===== src/rtl/lseq_pkg.sv =====
`timescale 1ns/1ps
package lseq_pkg;
  typedef enum logic [3:0] {
    LM_STOP    = 4'd0,
    LM_HS      = 4'd1,
    LM_ESC     = 4'd2,
    LM_HSCEXIT = 4'd3,
    LM_TURN    = 4'd4,
    LM_NOP     = 4'd5
  } lane_mode_t;

  // compact slot word kept in the slot memory
  typedef struct packed {
    logic [3:0] mode;
    logic [3:0] esc;
    logic [3:0] pkt;
    logic       clk_en;
    logic [3:0] dat_en;
  } slot_cfg_t;

  localparam int A_CTRL  = 0;
  localparam int A_JUMP  = 1;
  localparam int A_DWELL = 2;
  localparam int A_SUCC0 = 4;
endpackage


===== src/rtl/lseq_regs.sv =====
`timescale 1ns/1ps
module lseq_regs
  import lseq_pkg::*;
#(
  parameter int ID_W   = 4,
  parameter int CNT_W  = 12,
  parameter int JCNT_W = 16
) (
  input  logic                      clk,
  input  logic                      rst,
  input  logic                      wr_en,
  input  logic [ID_W:0]             wr_addr,
  input  logic [31:0]               wr_data,
  input  logic                      rd_ld,
  input  logic                      rd_clr,
  input  logic [ID_W-1:0]           rd_slot,
  output slot_cfg_t                 word_q,
  output logic [(2**ID_W)*ID_W-1:0] succ_flat,
  output logic [ID_W-1:0]           jmp_trig,
  output logic [ID_W-1:0]           jmp_tgt,
  output logic [JCNT_W-1:0]         jmp_cnt,
  output logic [CNT_W-1:0]          dwell_n0,
  output logic [CNT_W-1:0]          dwell_n1
);
  localparam int SLOTS = 2**ID_W;
  localparam int SUCC_BITS = SLOTS*ID_W;
  localparam int NSUCC = (SUCC_BITS + 31) / 32;

  slot_cfg_t cfg_mem [SLOTS];
  logic [NSUCC*32-1:0] succ_q;
  logic slot_wr;

  assign slot_wr = wr_en && wr_addr[ID_W];
  assign succ_flat = succ_q[SUCC_BITS-1:0];

  // slot memory: no reset, single write port, registered read
  always_ff @(posedge clk) begin
    if (slot_wr)
      cfg_mem[wr_addr[ID_W-1:0]] <= '{mode: wr_data[31:28], esc: wr_data[27:24],
                                      pkt: wr_data[23:20], clk_en: wr_data[4],
                                      dat_en: wr_data[3:0]};
  end

  always_ff @(posedge clk) begin
    if (rst)         word_q <= '0;
    else if (rd_clr) word_q <= '0;
    else if (rd_ld)  word_q <= cfg_mem[rd_slot];
  end

  generate
    for (genvar k = 0; k < NSUCC; k++) begin : g_succ
      always_ff @(posedge clk) begin
        if (rst)
          succ_q[k*32 +: 32] <= '0;
        else if (wr_en && wr_addr == (ID_W+1)'(A_SUCC0 + k))
          succ_q[k*32 +: 32] <= wr_data;
      end
    end
  endgenerate

  always_ff @(posedge clk) begin
    if (rst) begin
      jmp_trig <= '0;
      jmp_tgt  <= '0;
      jmp_cnt  <= '0;
      dwell_n0 <= '0;
      dwell_n1 <= '0;
    end else if (wr_en && wr_addr == (ID_W+1)'(A_JUMP)) begin
      jmp_cnt  <= wr_data[JCNT_W-1:0];
      jmp_trig <= wr_data[16 +: ID_W];
      jmp_tgt  <= wr_data[20 +: ID_W];
    end else if (wr_en && wr_addr == (ID_W+1)'(A_DWELL)) begin
      dwell_n0 <= wr_data[CNT_W-1:0];
      dwell_n1 <= wr_data[16 +: CNT_W];
    end
  end
endmodule


===== src/rtl/lseq_next.sv =====
`timescale 1ns/1ps
module lseq_next #(
  parameter int ID_W   = 4,
  parameter int JCNT_W = 16
) (
  input  logic                      clk,
  input  logic                      rst,
  input  logic [ID_W-1:0]           cur,
  input  logic [(2**ID_W)*ID_W-1:0] succ_flat,
  input  logic [ID_W-1:0]           jmp_trig,
  input  logic [ID_W-1:0]           jmp_tgt,
  input  logic [JCNT_W-1:0]         jmp_init,
  input  logic                      ld,
  input  logic                      adv,
  output logic [ID_W-1:0]           nxt
);
  logic [JCNT_W-1:0] jleft;
  logic take_jump;

  assign take_jump = (cur == jmp_trig) && (jleft != '0);

  always_comb begin
    if (take_jump) nxt = jmp_tgt;
    else           nxt = succ_flat[32'(cur)*ID_W +: ID_W];
  end

  always_ff @(posedge clk) begin
    if (rst)                    jleft <= '0;
    else if (ld)                jleft <= jmp_init;
    else if (adv && take_jump)  jleft <= jleft - 1'b1;
  end


  jump_cnt_mono_chk: assert property (@(posedge clk) disable iff (rst)
    !ld |=> (jleft <= $past(jleft)));
endmodule


===== src/rtl/lseq_ctrl.sv =====
`timescale 1ns/1ps
module lseq_ctrl
  import lseq_pkg::*;
#(
  parameter int ID_W      = 4,
  parameter int CNT_W     = 12,
  parameter int MAX_STEPS = 256
) (
  input  logic             clk,
  input  logic             rst,
  input  logic             ctl_wr,
  input  logic             ctl_bit,
  input  logic [ID_W-1:0]  nxt,
  input  logic [3:0]       mode_cur,
  input  logic [CNT_W-1:0] n0,
  input  logic [CNT_W-1:0] n1,
  output logic             running,
  output logic             err,
  output logic [ID_W-1:0]  cur,
  output logic             adv,
  output logic             launch,
  output logic             ld_word,
  output logic             clr_word,
  output logic [ID_W-1:0]  rd_slot
);
  localparam logic [ID_W-1:0] TERM = ID_W'(2**ID_W - 1);
  localparam int STEP_W = $clog2(MAX_STEPS) + 1;

  logic [CNT_W-1:0]  dwell;
  logic [CNT_W-1:0]  limit;
  logic [STEP_W-1:0] steps;
  logic at_end, abort, finish, overrun;

  assign limit   = (mode_cur == LM_NOP) ? n1 : n0;
  assign at_end  = running && (dwell == limit);
  assign launch  = ctl_wr && ctl_bit && !running;
  assign abort   = ctl_wr && !ctl_bit && running;
  assign adv     = at_end && !abort;
  assign finish  = adv && (nxt == TERM);
  assign overrun = adv && (nxt != TERM) && (steps == STEP_W'(MAX_STEPS - 1));
  assign rd_slot  = launch ? '0 : nxt;
  assign ld_word  = launch || (adv && !finish && !overrun);
  assign clr_word = abort || finish || overrun;

  always_ff @(posedge clk) begin
    if (rst) begin
      running <= 1'b0;
      err     <= 1'b0;
      cur     <= TERM;
      dwell   <= '0;
      steps   <= '0;
    end else if (launch) begin
      running <= 1'b1;
      err     <= 1'b0;
      cur     <= '0;
      dwell   <= '0;
      steps   <= '0;
    end else if (clr_word) begin
      running <= 1'b0;
      cur     <= TERM;
      dwell   <= '0;
      if (overrun) err <= 1'b1;
    end else if (adv) begin
      cur   <= nxt;
      dwell <= '0;
      steps <= steps + 1'b1;
    end else if (running) begin
      dwell <= dwell + 1'b1;
    end
  end


  launch_slot0_chk: assert property (@(posedge clk) disable iff (rst)
    launch |=> (running && cur == '0));

  abort_stop_chk: assert property (@(posedge clk) disable iff (rst)
    (ctl_wr && !ctl_bit && running) |=> (!running && cur == TERM));

  busy_ignore_chk: assert property (@(posedge clk) disable iff (rst)
    (ctl_wr && ctl_bit && running && !at_end) |=> (running && $stable(cur)));

  err_halt_chk: assert property (@(posedge clk) disable iff (rst)
    $rose(err) |-> !running);
endmodule


===== src/rtl/lane_prog_sequencer.sv =====
`timescale 1ns/1ps
module lane_prog_sequencer
  import lseq_pkg::*;
#(
  parameter int ID_W      = 4,
  parameter int CNT_W     = 12,
  parameter int JCNT_W    = 16,
  parameter int MAX_STEPS = 256
) (
  input  logic             clk,
  input  logic             rst,
  input  logic             wr_en,
  input  logic [ID_W:0]    wr_addr,
  input  logic [31:0]      wr_data,
  output logic             run_active,
  output logic             chain_err,
  output logic [ID_W-1:0]  slot_id,
  output logic [3:0]       lane_mode,
  output logic [3:0]       esc_code,
  output logic [3:0]       pkt_kind,
  output logic             clk_lane_en,
  output logic [3:0]       data_lane_en
);
  localparam int SLOTS = 2**ID_W;

  slot_cfg_t word_q;
  logic [SLOTS*ID_W-1:0] succ_flat;
  logic [ID_W-1:0] jmp_trig, jmp_tgt, nxt, cur, rd_slot;
  logic [JCNT_W-1:0] jmp_cnt;
  logic [CNT_W-1:0] n0, n1;
  logic ctl_wr, adv, launch, ld_word, clr_word;

  assign ctl_wr = wr_en && (wr_addr == (ID_W+1)'(A_CTRL));

  lseq_regs #(.ID_W(ID_W), .CNT_W(CNT_W), .JCNT_W(JCNT_W)) u_regs (
    .clk(clk), .rst(rst), .wr_en(wr_en), .wr_addr(wr_addr), .wr_data(wr_data),
    .rd_ld(ld_word), .rd_clr(clr_word), .rd_slot(rd_slot), .word_q(word_q),
    .succ_flat(succ_flat), .jmp_trig(jmp_trig), .jmp_tgt(jmp_tgt),
    .jmp_cnt(jmp_cnt), .dwell_n0(n0), .dwell_n1(n1));

  lseq_next #(.ID_W(ID_W), .JCNT_W(JCNT_W)) u_next (
    .clk(clk), .rst(rst), .cur(cur), .succ_flat(succ_flat),
    .jmp_trig(jmp_trig), .jmp_tgt(jmp_tgt), .jmp_init(jmp_cnt),
    .ld(launch), .adv(adv), .nxt(nxt));

  lseq_ctrl #(.ID_W(ID_W), .CNT_W(CNT_W), .MAX_STEPS(MAX_STEPS)) u_ctrl (
    .clk(clk), .rst(rst), .ctl_wr(ctl_wr), .ctl_bit(wr_data[0]), .nxt(nxt),
    .mode_cur(word_q.mode), .n0(n0), .n1(n1), .running(run_active),
    .err(chain_err), .cur(cur), .adv(adv), .launch(launch),
    .ld_word(ld_word), .clr_word(clr_word), .rd_slot(rd_slot));

  assign slot_id      = cur;
  assign lane_mode    = word_q.mode;
  assign esc_code     = word_q.esc;
  assign pkt_kind     = word_q.pkt;
  assign clk_lane_en  = word_q.clk_en;
  assign data_lane_en = word_q.dat_en;


  idle_blank_chk: assert property (@(posedge clk) disable iff (rst)
    !run_active |-> (word_q == '0));

  reset_state_chk: assert property (@(posedge clk)
    $past(rst) |-> (!run_active && !chain_err && slot_id == ID_W'(SLOTS-1)));
endmodule


===== config.mk =====
export PLATFORM = sky130hd
export DESIGN_NAME = lane_prog_sequencer
export DESIGN_NICKNAME = d
export VERILOG_FILES = /design/src/rtl/lseq_pkg.sv /design/src/rtl/lseq_regs.sv /design/src/rtl/lseq_next.sv /design/src/rtl/lseq_ctrl.sv /design/src/rtl/lane_prog_sequencer.sv
export SDC_FILE = /design/constraint.sdc
export NUM_CORES = 1
export LEC_CHECK = 0
export ABC_AREA = 1
export BUFFER_PORTS_ARGS = -buffer_cell sky130_fd_sc_hd__buf_2
export CAP_MARGIN = 20
export CELL_PAD_IN_SITES_DETAIL_PLACEMENT = 0
export CELL_PAD_IN_SITES_GLOBAL_PLACEMENT = 1
export CORE_ASPECT_RATIO = 0.5
export CORE_MARGIN = 2
export CORE_UTILIZATION = 29
export CTS_CLUSTER_DIAMETER = 40
export CTS_CLUSTER_SIZE = 12
export DETAILED_ROUTE_END_ITERATION = 12
export PLACE_DENSITY_LB_ADDON = 0.1
export SYNTH_ARGS = -nofsm -noshare
export SYNTH_HDL_FRONTEND = slang
export SYNTH_SLANG_ARGS = --single-unit

===== constraint.sdc =====
create_clock -name clk -period 5.55 [get_ports clk]
set_input_delay 1.11 -clock clk [delete_from_list [all_inputs] [get_ports clk]]
set_output_delay 1.11 -clock clk [all_outputs]
set_load 0.1 [all_outputs]

=== After elaboration in Yosys (flattened, before gate mapping) ===
Memories as Yosys holds them, arrays and structs flattened. A register that Yosys moved wholly into a read port is not among the register bits.
Cells that the tools add are included.

* Add/subtract/negate cells: 3
* Eq/ne operators: 10
* Shift-type cells: 1
* Muxes and demuxes: 12
* Bitwise logic cells: 2
* Reductions and logical operators: 38

{| class="wikitable"
|+ Operators with widths
! kind !! count
|-
| $shiftx A64 B7 Y4 || 1
|-
| $mux W16 || 2
|-
| $mux W4 || 5
|-
| $logic_and A1 B1 Y1 || 19
|-
| $reduce_bool A16 Y1 || 1
|-
| $sub A16 B1 Y16 const B || 1
|-
| $add A12 B1 Y12 const B || 1
|-
| $eq A12 B12 Y1 || 1
|-
| $mux W12 || 1
|-
| $eq A5 B3 Y1 const B || 2
|-
| $add A9 B1 Y9 const B || 1
|-
| $eq A9 B8 Y1 const B || 1
|-
| $reduce_and A2 Y1 || 3
|-
| $eq A5 B1 Y1 const B || 1
|-
| $eq A5 B2 Y1 const B || 1
|-
| $logic_not A1 Y1 || 5
|-
| $logic_not A5 Y1 || 1
|-
| $eq A4 B3 Y1 const B || 1
|-
| $eq A4 B4 Y1 || 1
|-
| $eq A4 B4 Y1 const B || 1
|-
| $mux W1 || 4
|-
| $ne A4 B4 Y1 const B || 1
|-
| $reduce_bool A2 Y1 || 2
|-
| $reduce_or A2 Y1 || 2
|-
| other kinds (4) || 7
|}

* Flip-flop bits (word level): 155
* Memory bits (writable): 272
* Output and inout port bits: 23
* Logic and storage cells: 80
* Memories: 1

{| class="wikitable"
|+ Memories
! name !! depth !! width !! read ports !! clocked after Yosys merged registers in !! write ports !! RTL line !! source
|-
| u_regs.cfg_mem || 16 || 17 || 1 || 1 || 1 || lseq_regs.sv:29 || <nowiki>slot_cfg_t cfg_mem [SLOTS];</nowiki>
|}

=== Depth between registers and ports, before layout ===
* Word-level depth: 11
* Depth in mapped cells: 20
* Mapped depth without buffers: 18

=== Hierarchy ===
From an unflattened synthesis, not the netlist that was laid out.

* Cell total of the unflattened synthesis: 2270
* Area, all modules: 19947.9 um2

{| class="wikitable"
|+ By module, submodules not included
! module !! instances !! cells an instance !! area each (um2) !! seq. area each (um2)
|-
| lseq_regs || 1 || 1517 || 15645.0 || 10750.3
|-
| lseq_ctrl || 1 || 363 || 2233.4 || 540.5
|-
| lseq_next || 1 || 384 || 2044.5 || 320.3
|-
| lane_prog_sequencer || 1 || 6 || 25.0 || 0.0
|}

=== Worst setup path before layout ===
Ideal clock, no wire load.

* Kind: input port to flip-flop
* Start point: in wr_addr[2]
* End point: mem u_regs.cfg_mem[4][0] (netlist bit), enable pin
* Library setup time: 0.390 ns
* Arrival time: 2.858 ns
* Required time: 5.160 ns
* Setup slack: 2.302 ns
* Stages on the path: 6
* Path through: inv_1 nor2_1 clkbuf_1 clkbuf_1 nand2_1 nor2_1

{| class="wikitable"
|+ RTL lines
! what !! RTL line !! source
|-
| start: declaration || lane_prog_sequencer.sv:13 || <nowiki>input logic [ID_W:0] wr_addr,</nowiki>
|-
| end: declaration || lseq_regs.sv:29 ||
|}

Straight into the memory's write port.

=== Worst setup path after layout ===
* Start point: reg u_ctrl.cur[0]
* End point: reg u_regs.word_q[9] (netlist name)

* Longest elaborated chain between the ends: 9

{| class="wikitable"
|+ Ends and longest elaborated chain
! what !! RTL line !! source
|-
| start: declaration || lseq_ctrl.sv:19 || <nowiki>output logic [ID_W-1:0] cur,</nowiki>
|-
| start signal: assignment || lseq_ctrl.sv:64 || <nowiki>cur <= nxt;</nowiki>
|-
| parallel branches: the longest is 2 deep, another holds $shiftx A64 B7 Y4 || - ||
|-
| $mux W4 (*) || lseq_next.sv:23 || <nowiki>if (take_jump) nxt = jmp_tgt;</nowiki>
|-
| $eq A4 B4 Y1 or $ne A4 B4 Y1 (tied branches) || lseq_ctrl.sv:39, lseq_ctrl.sv:40 ||
|-
| $logic_and A1 B1 Y1, on equally long branches || lseq_ctrl.sv:39, lseq_ctrl.sv:40 ||
|-
| $logic_not A1 Y1 or $logic_and A1 B1 Y1 (tied branches) || lseq_ctrl.sv:42, lseq_ctrl.sv:40 ||
|-
| $logic_and A1 B1 Y1 or $logic_not A1 Y1 (tied branches) || lseq_ctrl.sv:42 || <nowiki>assign ld_word = launch || (adv && !finish && !overrun);</nowiki>
|-
| $logic_and A1 B1 Y1 || lseq_ctrl.sv:42 ||
|-
| $logic_or A1 B1 Y1 || lseq_ctrl.sv:42 ||
|}

Mark *: on every way between the ends.
A chain may end at the register's enable or synchronous reset.

==> impl_metrics.toml <==
[outcome]
status = "complete, no violations"

[final_layout]
nFillCells = 7111
postLayoutCoreUtil_pct = 33.9
drive_gt1_share_pct = 11.4
fin_nets = 2317
final_area_mm2 = 0.0233
final_cells = 3230
syn2layout_area_growth_pct = 15.7

[grt]
top_usage_layer = "met2"
grt_use_met1_pct = 27.5
gr-total-overflow = 0
grtUsageMet2_pct = 31.1
grt_max_degree = 137
gr-usage-met3_pct = 3.01
grt_pass1_wl_mm = 104
antenna_found_initial = 2
first_global_vias = 15500
grt.total_usage_pct = 19.5

[synthesis]
synth_top_cells_by_count = "nand3_1 (427), nand2_1 (374), inv_1 (283)"
yosysUniqueCellTypes = 42
synth_ff_type = "edfxtp_1"
ys_seq_elements = 444
synthesis.instances = 2241
async_flop_share_pct = 0
synth.cell_area_mm2 = 0.0201
yosysWarningCount = 0
yosysTopAreaCell = "edfxtp_1"
synth-edff-count = 272
syn_nets = 2285
synth_top_area_share_pct = 40.5
seq_area_frac_synth_pct = 57.6
avgSynthCellArea_um2 = 8.99
synth.most_common_cell = "nand3_1"
synth_area_leaders = "edfxtp_1 (41%), dfxtp_1 (17%), nand3_1 (11%)"

[drt]
routedWlPerCell_um = 21.4
via_per_inst = 4.82
dr.pass1.iters = 5
drc = 0
ant_nets = 0
drt_iter0_drc = 1133
vias = 15600
wirelength_mm = 69.1

[power_and_ir_drop]
cellPowerDensity_mw_per_mm2 = 330
p_leak_uw = 0.00905
total_power_uw = 7690
vdd_drop_max_uv = 212

[clock_tree]
worstSkewPairLatency_ps = 620
cts_buffer_depth = 3
cts_resized = 0
h-tree-depth = 2
holdBufCountCts = 0
clock_sinks = 444
clk_pin_slew_ps = 60
cts_tree = "yes"
postCtsSetupRepairBufs = 0
clockRootBuffer = "clkbuf_16"
cts_inserted_buffers = 55

[worst_setup_path]
r2r_slack_ps = 1930
crit_arrival_ps = 4130
cp.required_ps = 6060
crit_type = "reg -> reg"
cp-start-kind = "flop"
critPathMaxFanout = 61
cp-end-kind = "flop"

[sta]
fin_skew_ps = 22.2
worstMarginPinSlew_ps = 1010
layout_worst_path_cycle_share_pct = 65.3
fmax_ghz = 0.276
min_period_ps = 3620
tns_ps = 0
maxSlewHeadroom_pct = 32.8
rsz0062_at_grt = "false"
final-max-slew-violation-count = 0
setup_viol = 0
hold_viol = 0

[die]
num_rows = 68
ios = 63
core_area_mm2 = 0.0688
start_util_pct = 29.3
chipHeight_um = 190
die_x_um = 377
die_area_mm2 = 0.0717

[placement]
place_congestion = 0.760
placed_cells_incl_taps = 3126
numPortBuffers = 62
dp_hpwl_mm = 39.7
post_dp_cell_area_mm2 = 0.0214

[worst_hold_path]
hold_path_class = "reg -> reg"

[run]
drv_cap = 0
## per-stage QoR
step / worst slack (ps) / hold slack [ps]
6_report: 1930 / 446
5_1_grt: 1600 / 469
4_1_cts: 1890 / 448
3_5_place_dp: 1500 / 439
3_3_place_gp: 1550 / 433
2_1_floorplan: 2300 / 421
## cells in the final DEF, fill, tap and decap left out, types with 3 or more instances in the layout
| master | instances |
|---|---|
| nand3b_1 | 102 |
| dfxtp_1 | 172 |
| clkbuf_16 | 57 |
| xor2_1 | 12 |
| buf_12 | 5 |
| a21oi_1 | 154 |
| ha_1 | 4 |
| nand3_1 | 426 |
| inv_6 | 7 |
| nand2_4 | 3 |
| a31oi_1 | 4 |
| edfxtp_1 | 272 |
| or2_2 | 4 |
| o21ai_0 | 88 |
| buf_4 | 38 |
| clkinv_4 | 4 |
| nand2_2 | 12 |
| o211ai_1 | 5 |
| nor2_2 | 20 |
| a211oi_1 | 4 |
| clkinv_1 | 3 |
| xnor2_1 | 8 |
| nor2_4 | 8 |
| o21ai_1 | 7 |
| nand3_4 | 4 |
| nor2_1 | 94 |
| inv_1 | 283 |
| inv_2 | 14 |
| nand4_1 | 10 |
| buf_2 | 62 |
| nor3_1 | 14 |
| bufinv_16 | 6 |
| nand2_1 | 372 |
| clkinv_2 | 10 |
| clkbuf_1 | 9 |
| clkbuf_8 | 5 |
## kinds of logic after synthesis
kind of cell               Yosys count  synth area share [%]
AOI/OAI and AO/OA                  268                  6.87
and+or+nand+nor                   1077                  25.7
DFF                                444                  57.6
adders and majority gates            4                 0.248
buffers and inverters              428                  8.73
xor gates and xnor gates            20                 0.869
## report_power, final
part           internal, uW  switching, uW  total (uW)
combinational          90.2            300         390
clock                  2230           1520        3750
sequential             3530           12.4        3540
total                  5850           1830        7690
## critical path, stage by stage (launching register included)
cell and delay [ps]:
dfxtp_1 370, buf_4 250, inv_2 80, buf_4 230, nand2_1 70, nand3_1 110, nand3_1 130, nand3_1 170
nand3_1 140, nand2_4 610, buf_12 370, buf_12 230, nand3b_1 100, nand3_1 130, nand3_1 90, nand3_1 120
nand3_1 90, nand2_1 80, inv_1 30
## registers in the layout, indices dropped and copies added (netlist names), 4 cells and up
name,count
u_regs.dwell_n1,12
u_regs.jmp_cnt,16
u_next.jleft,16
u_regs.dwell_n0,12
u_regs.cfg_mem,272
u_regs.jmp_trig,4
u_regs.succ_flat,64
u_regs.jmp_tgt,4
u_regs.word_q,17
u_ctrl.dwell,12
u_ctrl.steps,9
u_ctrl.cur,4
## per-layer routing
metal  vias to the layer above  share of wire, %
met5                         -                 0
met4                         0               2.1
met3                        95               4.1
met2                       275                45
met1                      7588                49
li1                       7598                 -
## worst paths after layout
kind,from,end,cells past startpoint
setup / recovery,u_ctrl.cur[0],u_regs.word_q[9],18
hold / removal,u_regs.succ_flat[27],u_regs.succ_flat[27],2
setup reg to reg,u_ctrl.cur[0],u_regs.word_q[9],18
hold reg to reg,u_regs.succ_flat[27],u_regs.succ_flat[27],2
## cell type report
cell class	count	area, um2	area share, %
Inverter	298	1120	4.81
Timing Repair Buffer	105	696	2.98
Antenna cell	2	5.00	0.0215
Multi-Input combinational cell	1369	6870	29.5
Clock inverter	31	345	1.48
Clock buffer	71	1530	6.56
Sequential cell	444	11600	49.8
Tap cell	910	1140	4.88
Note: power is estimated with default switching activity, not from simulation.
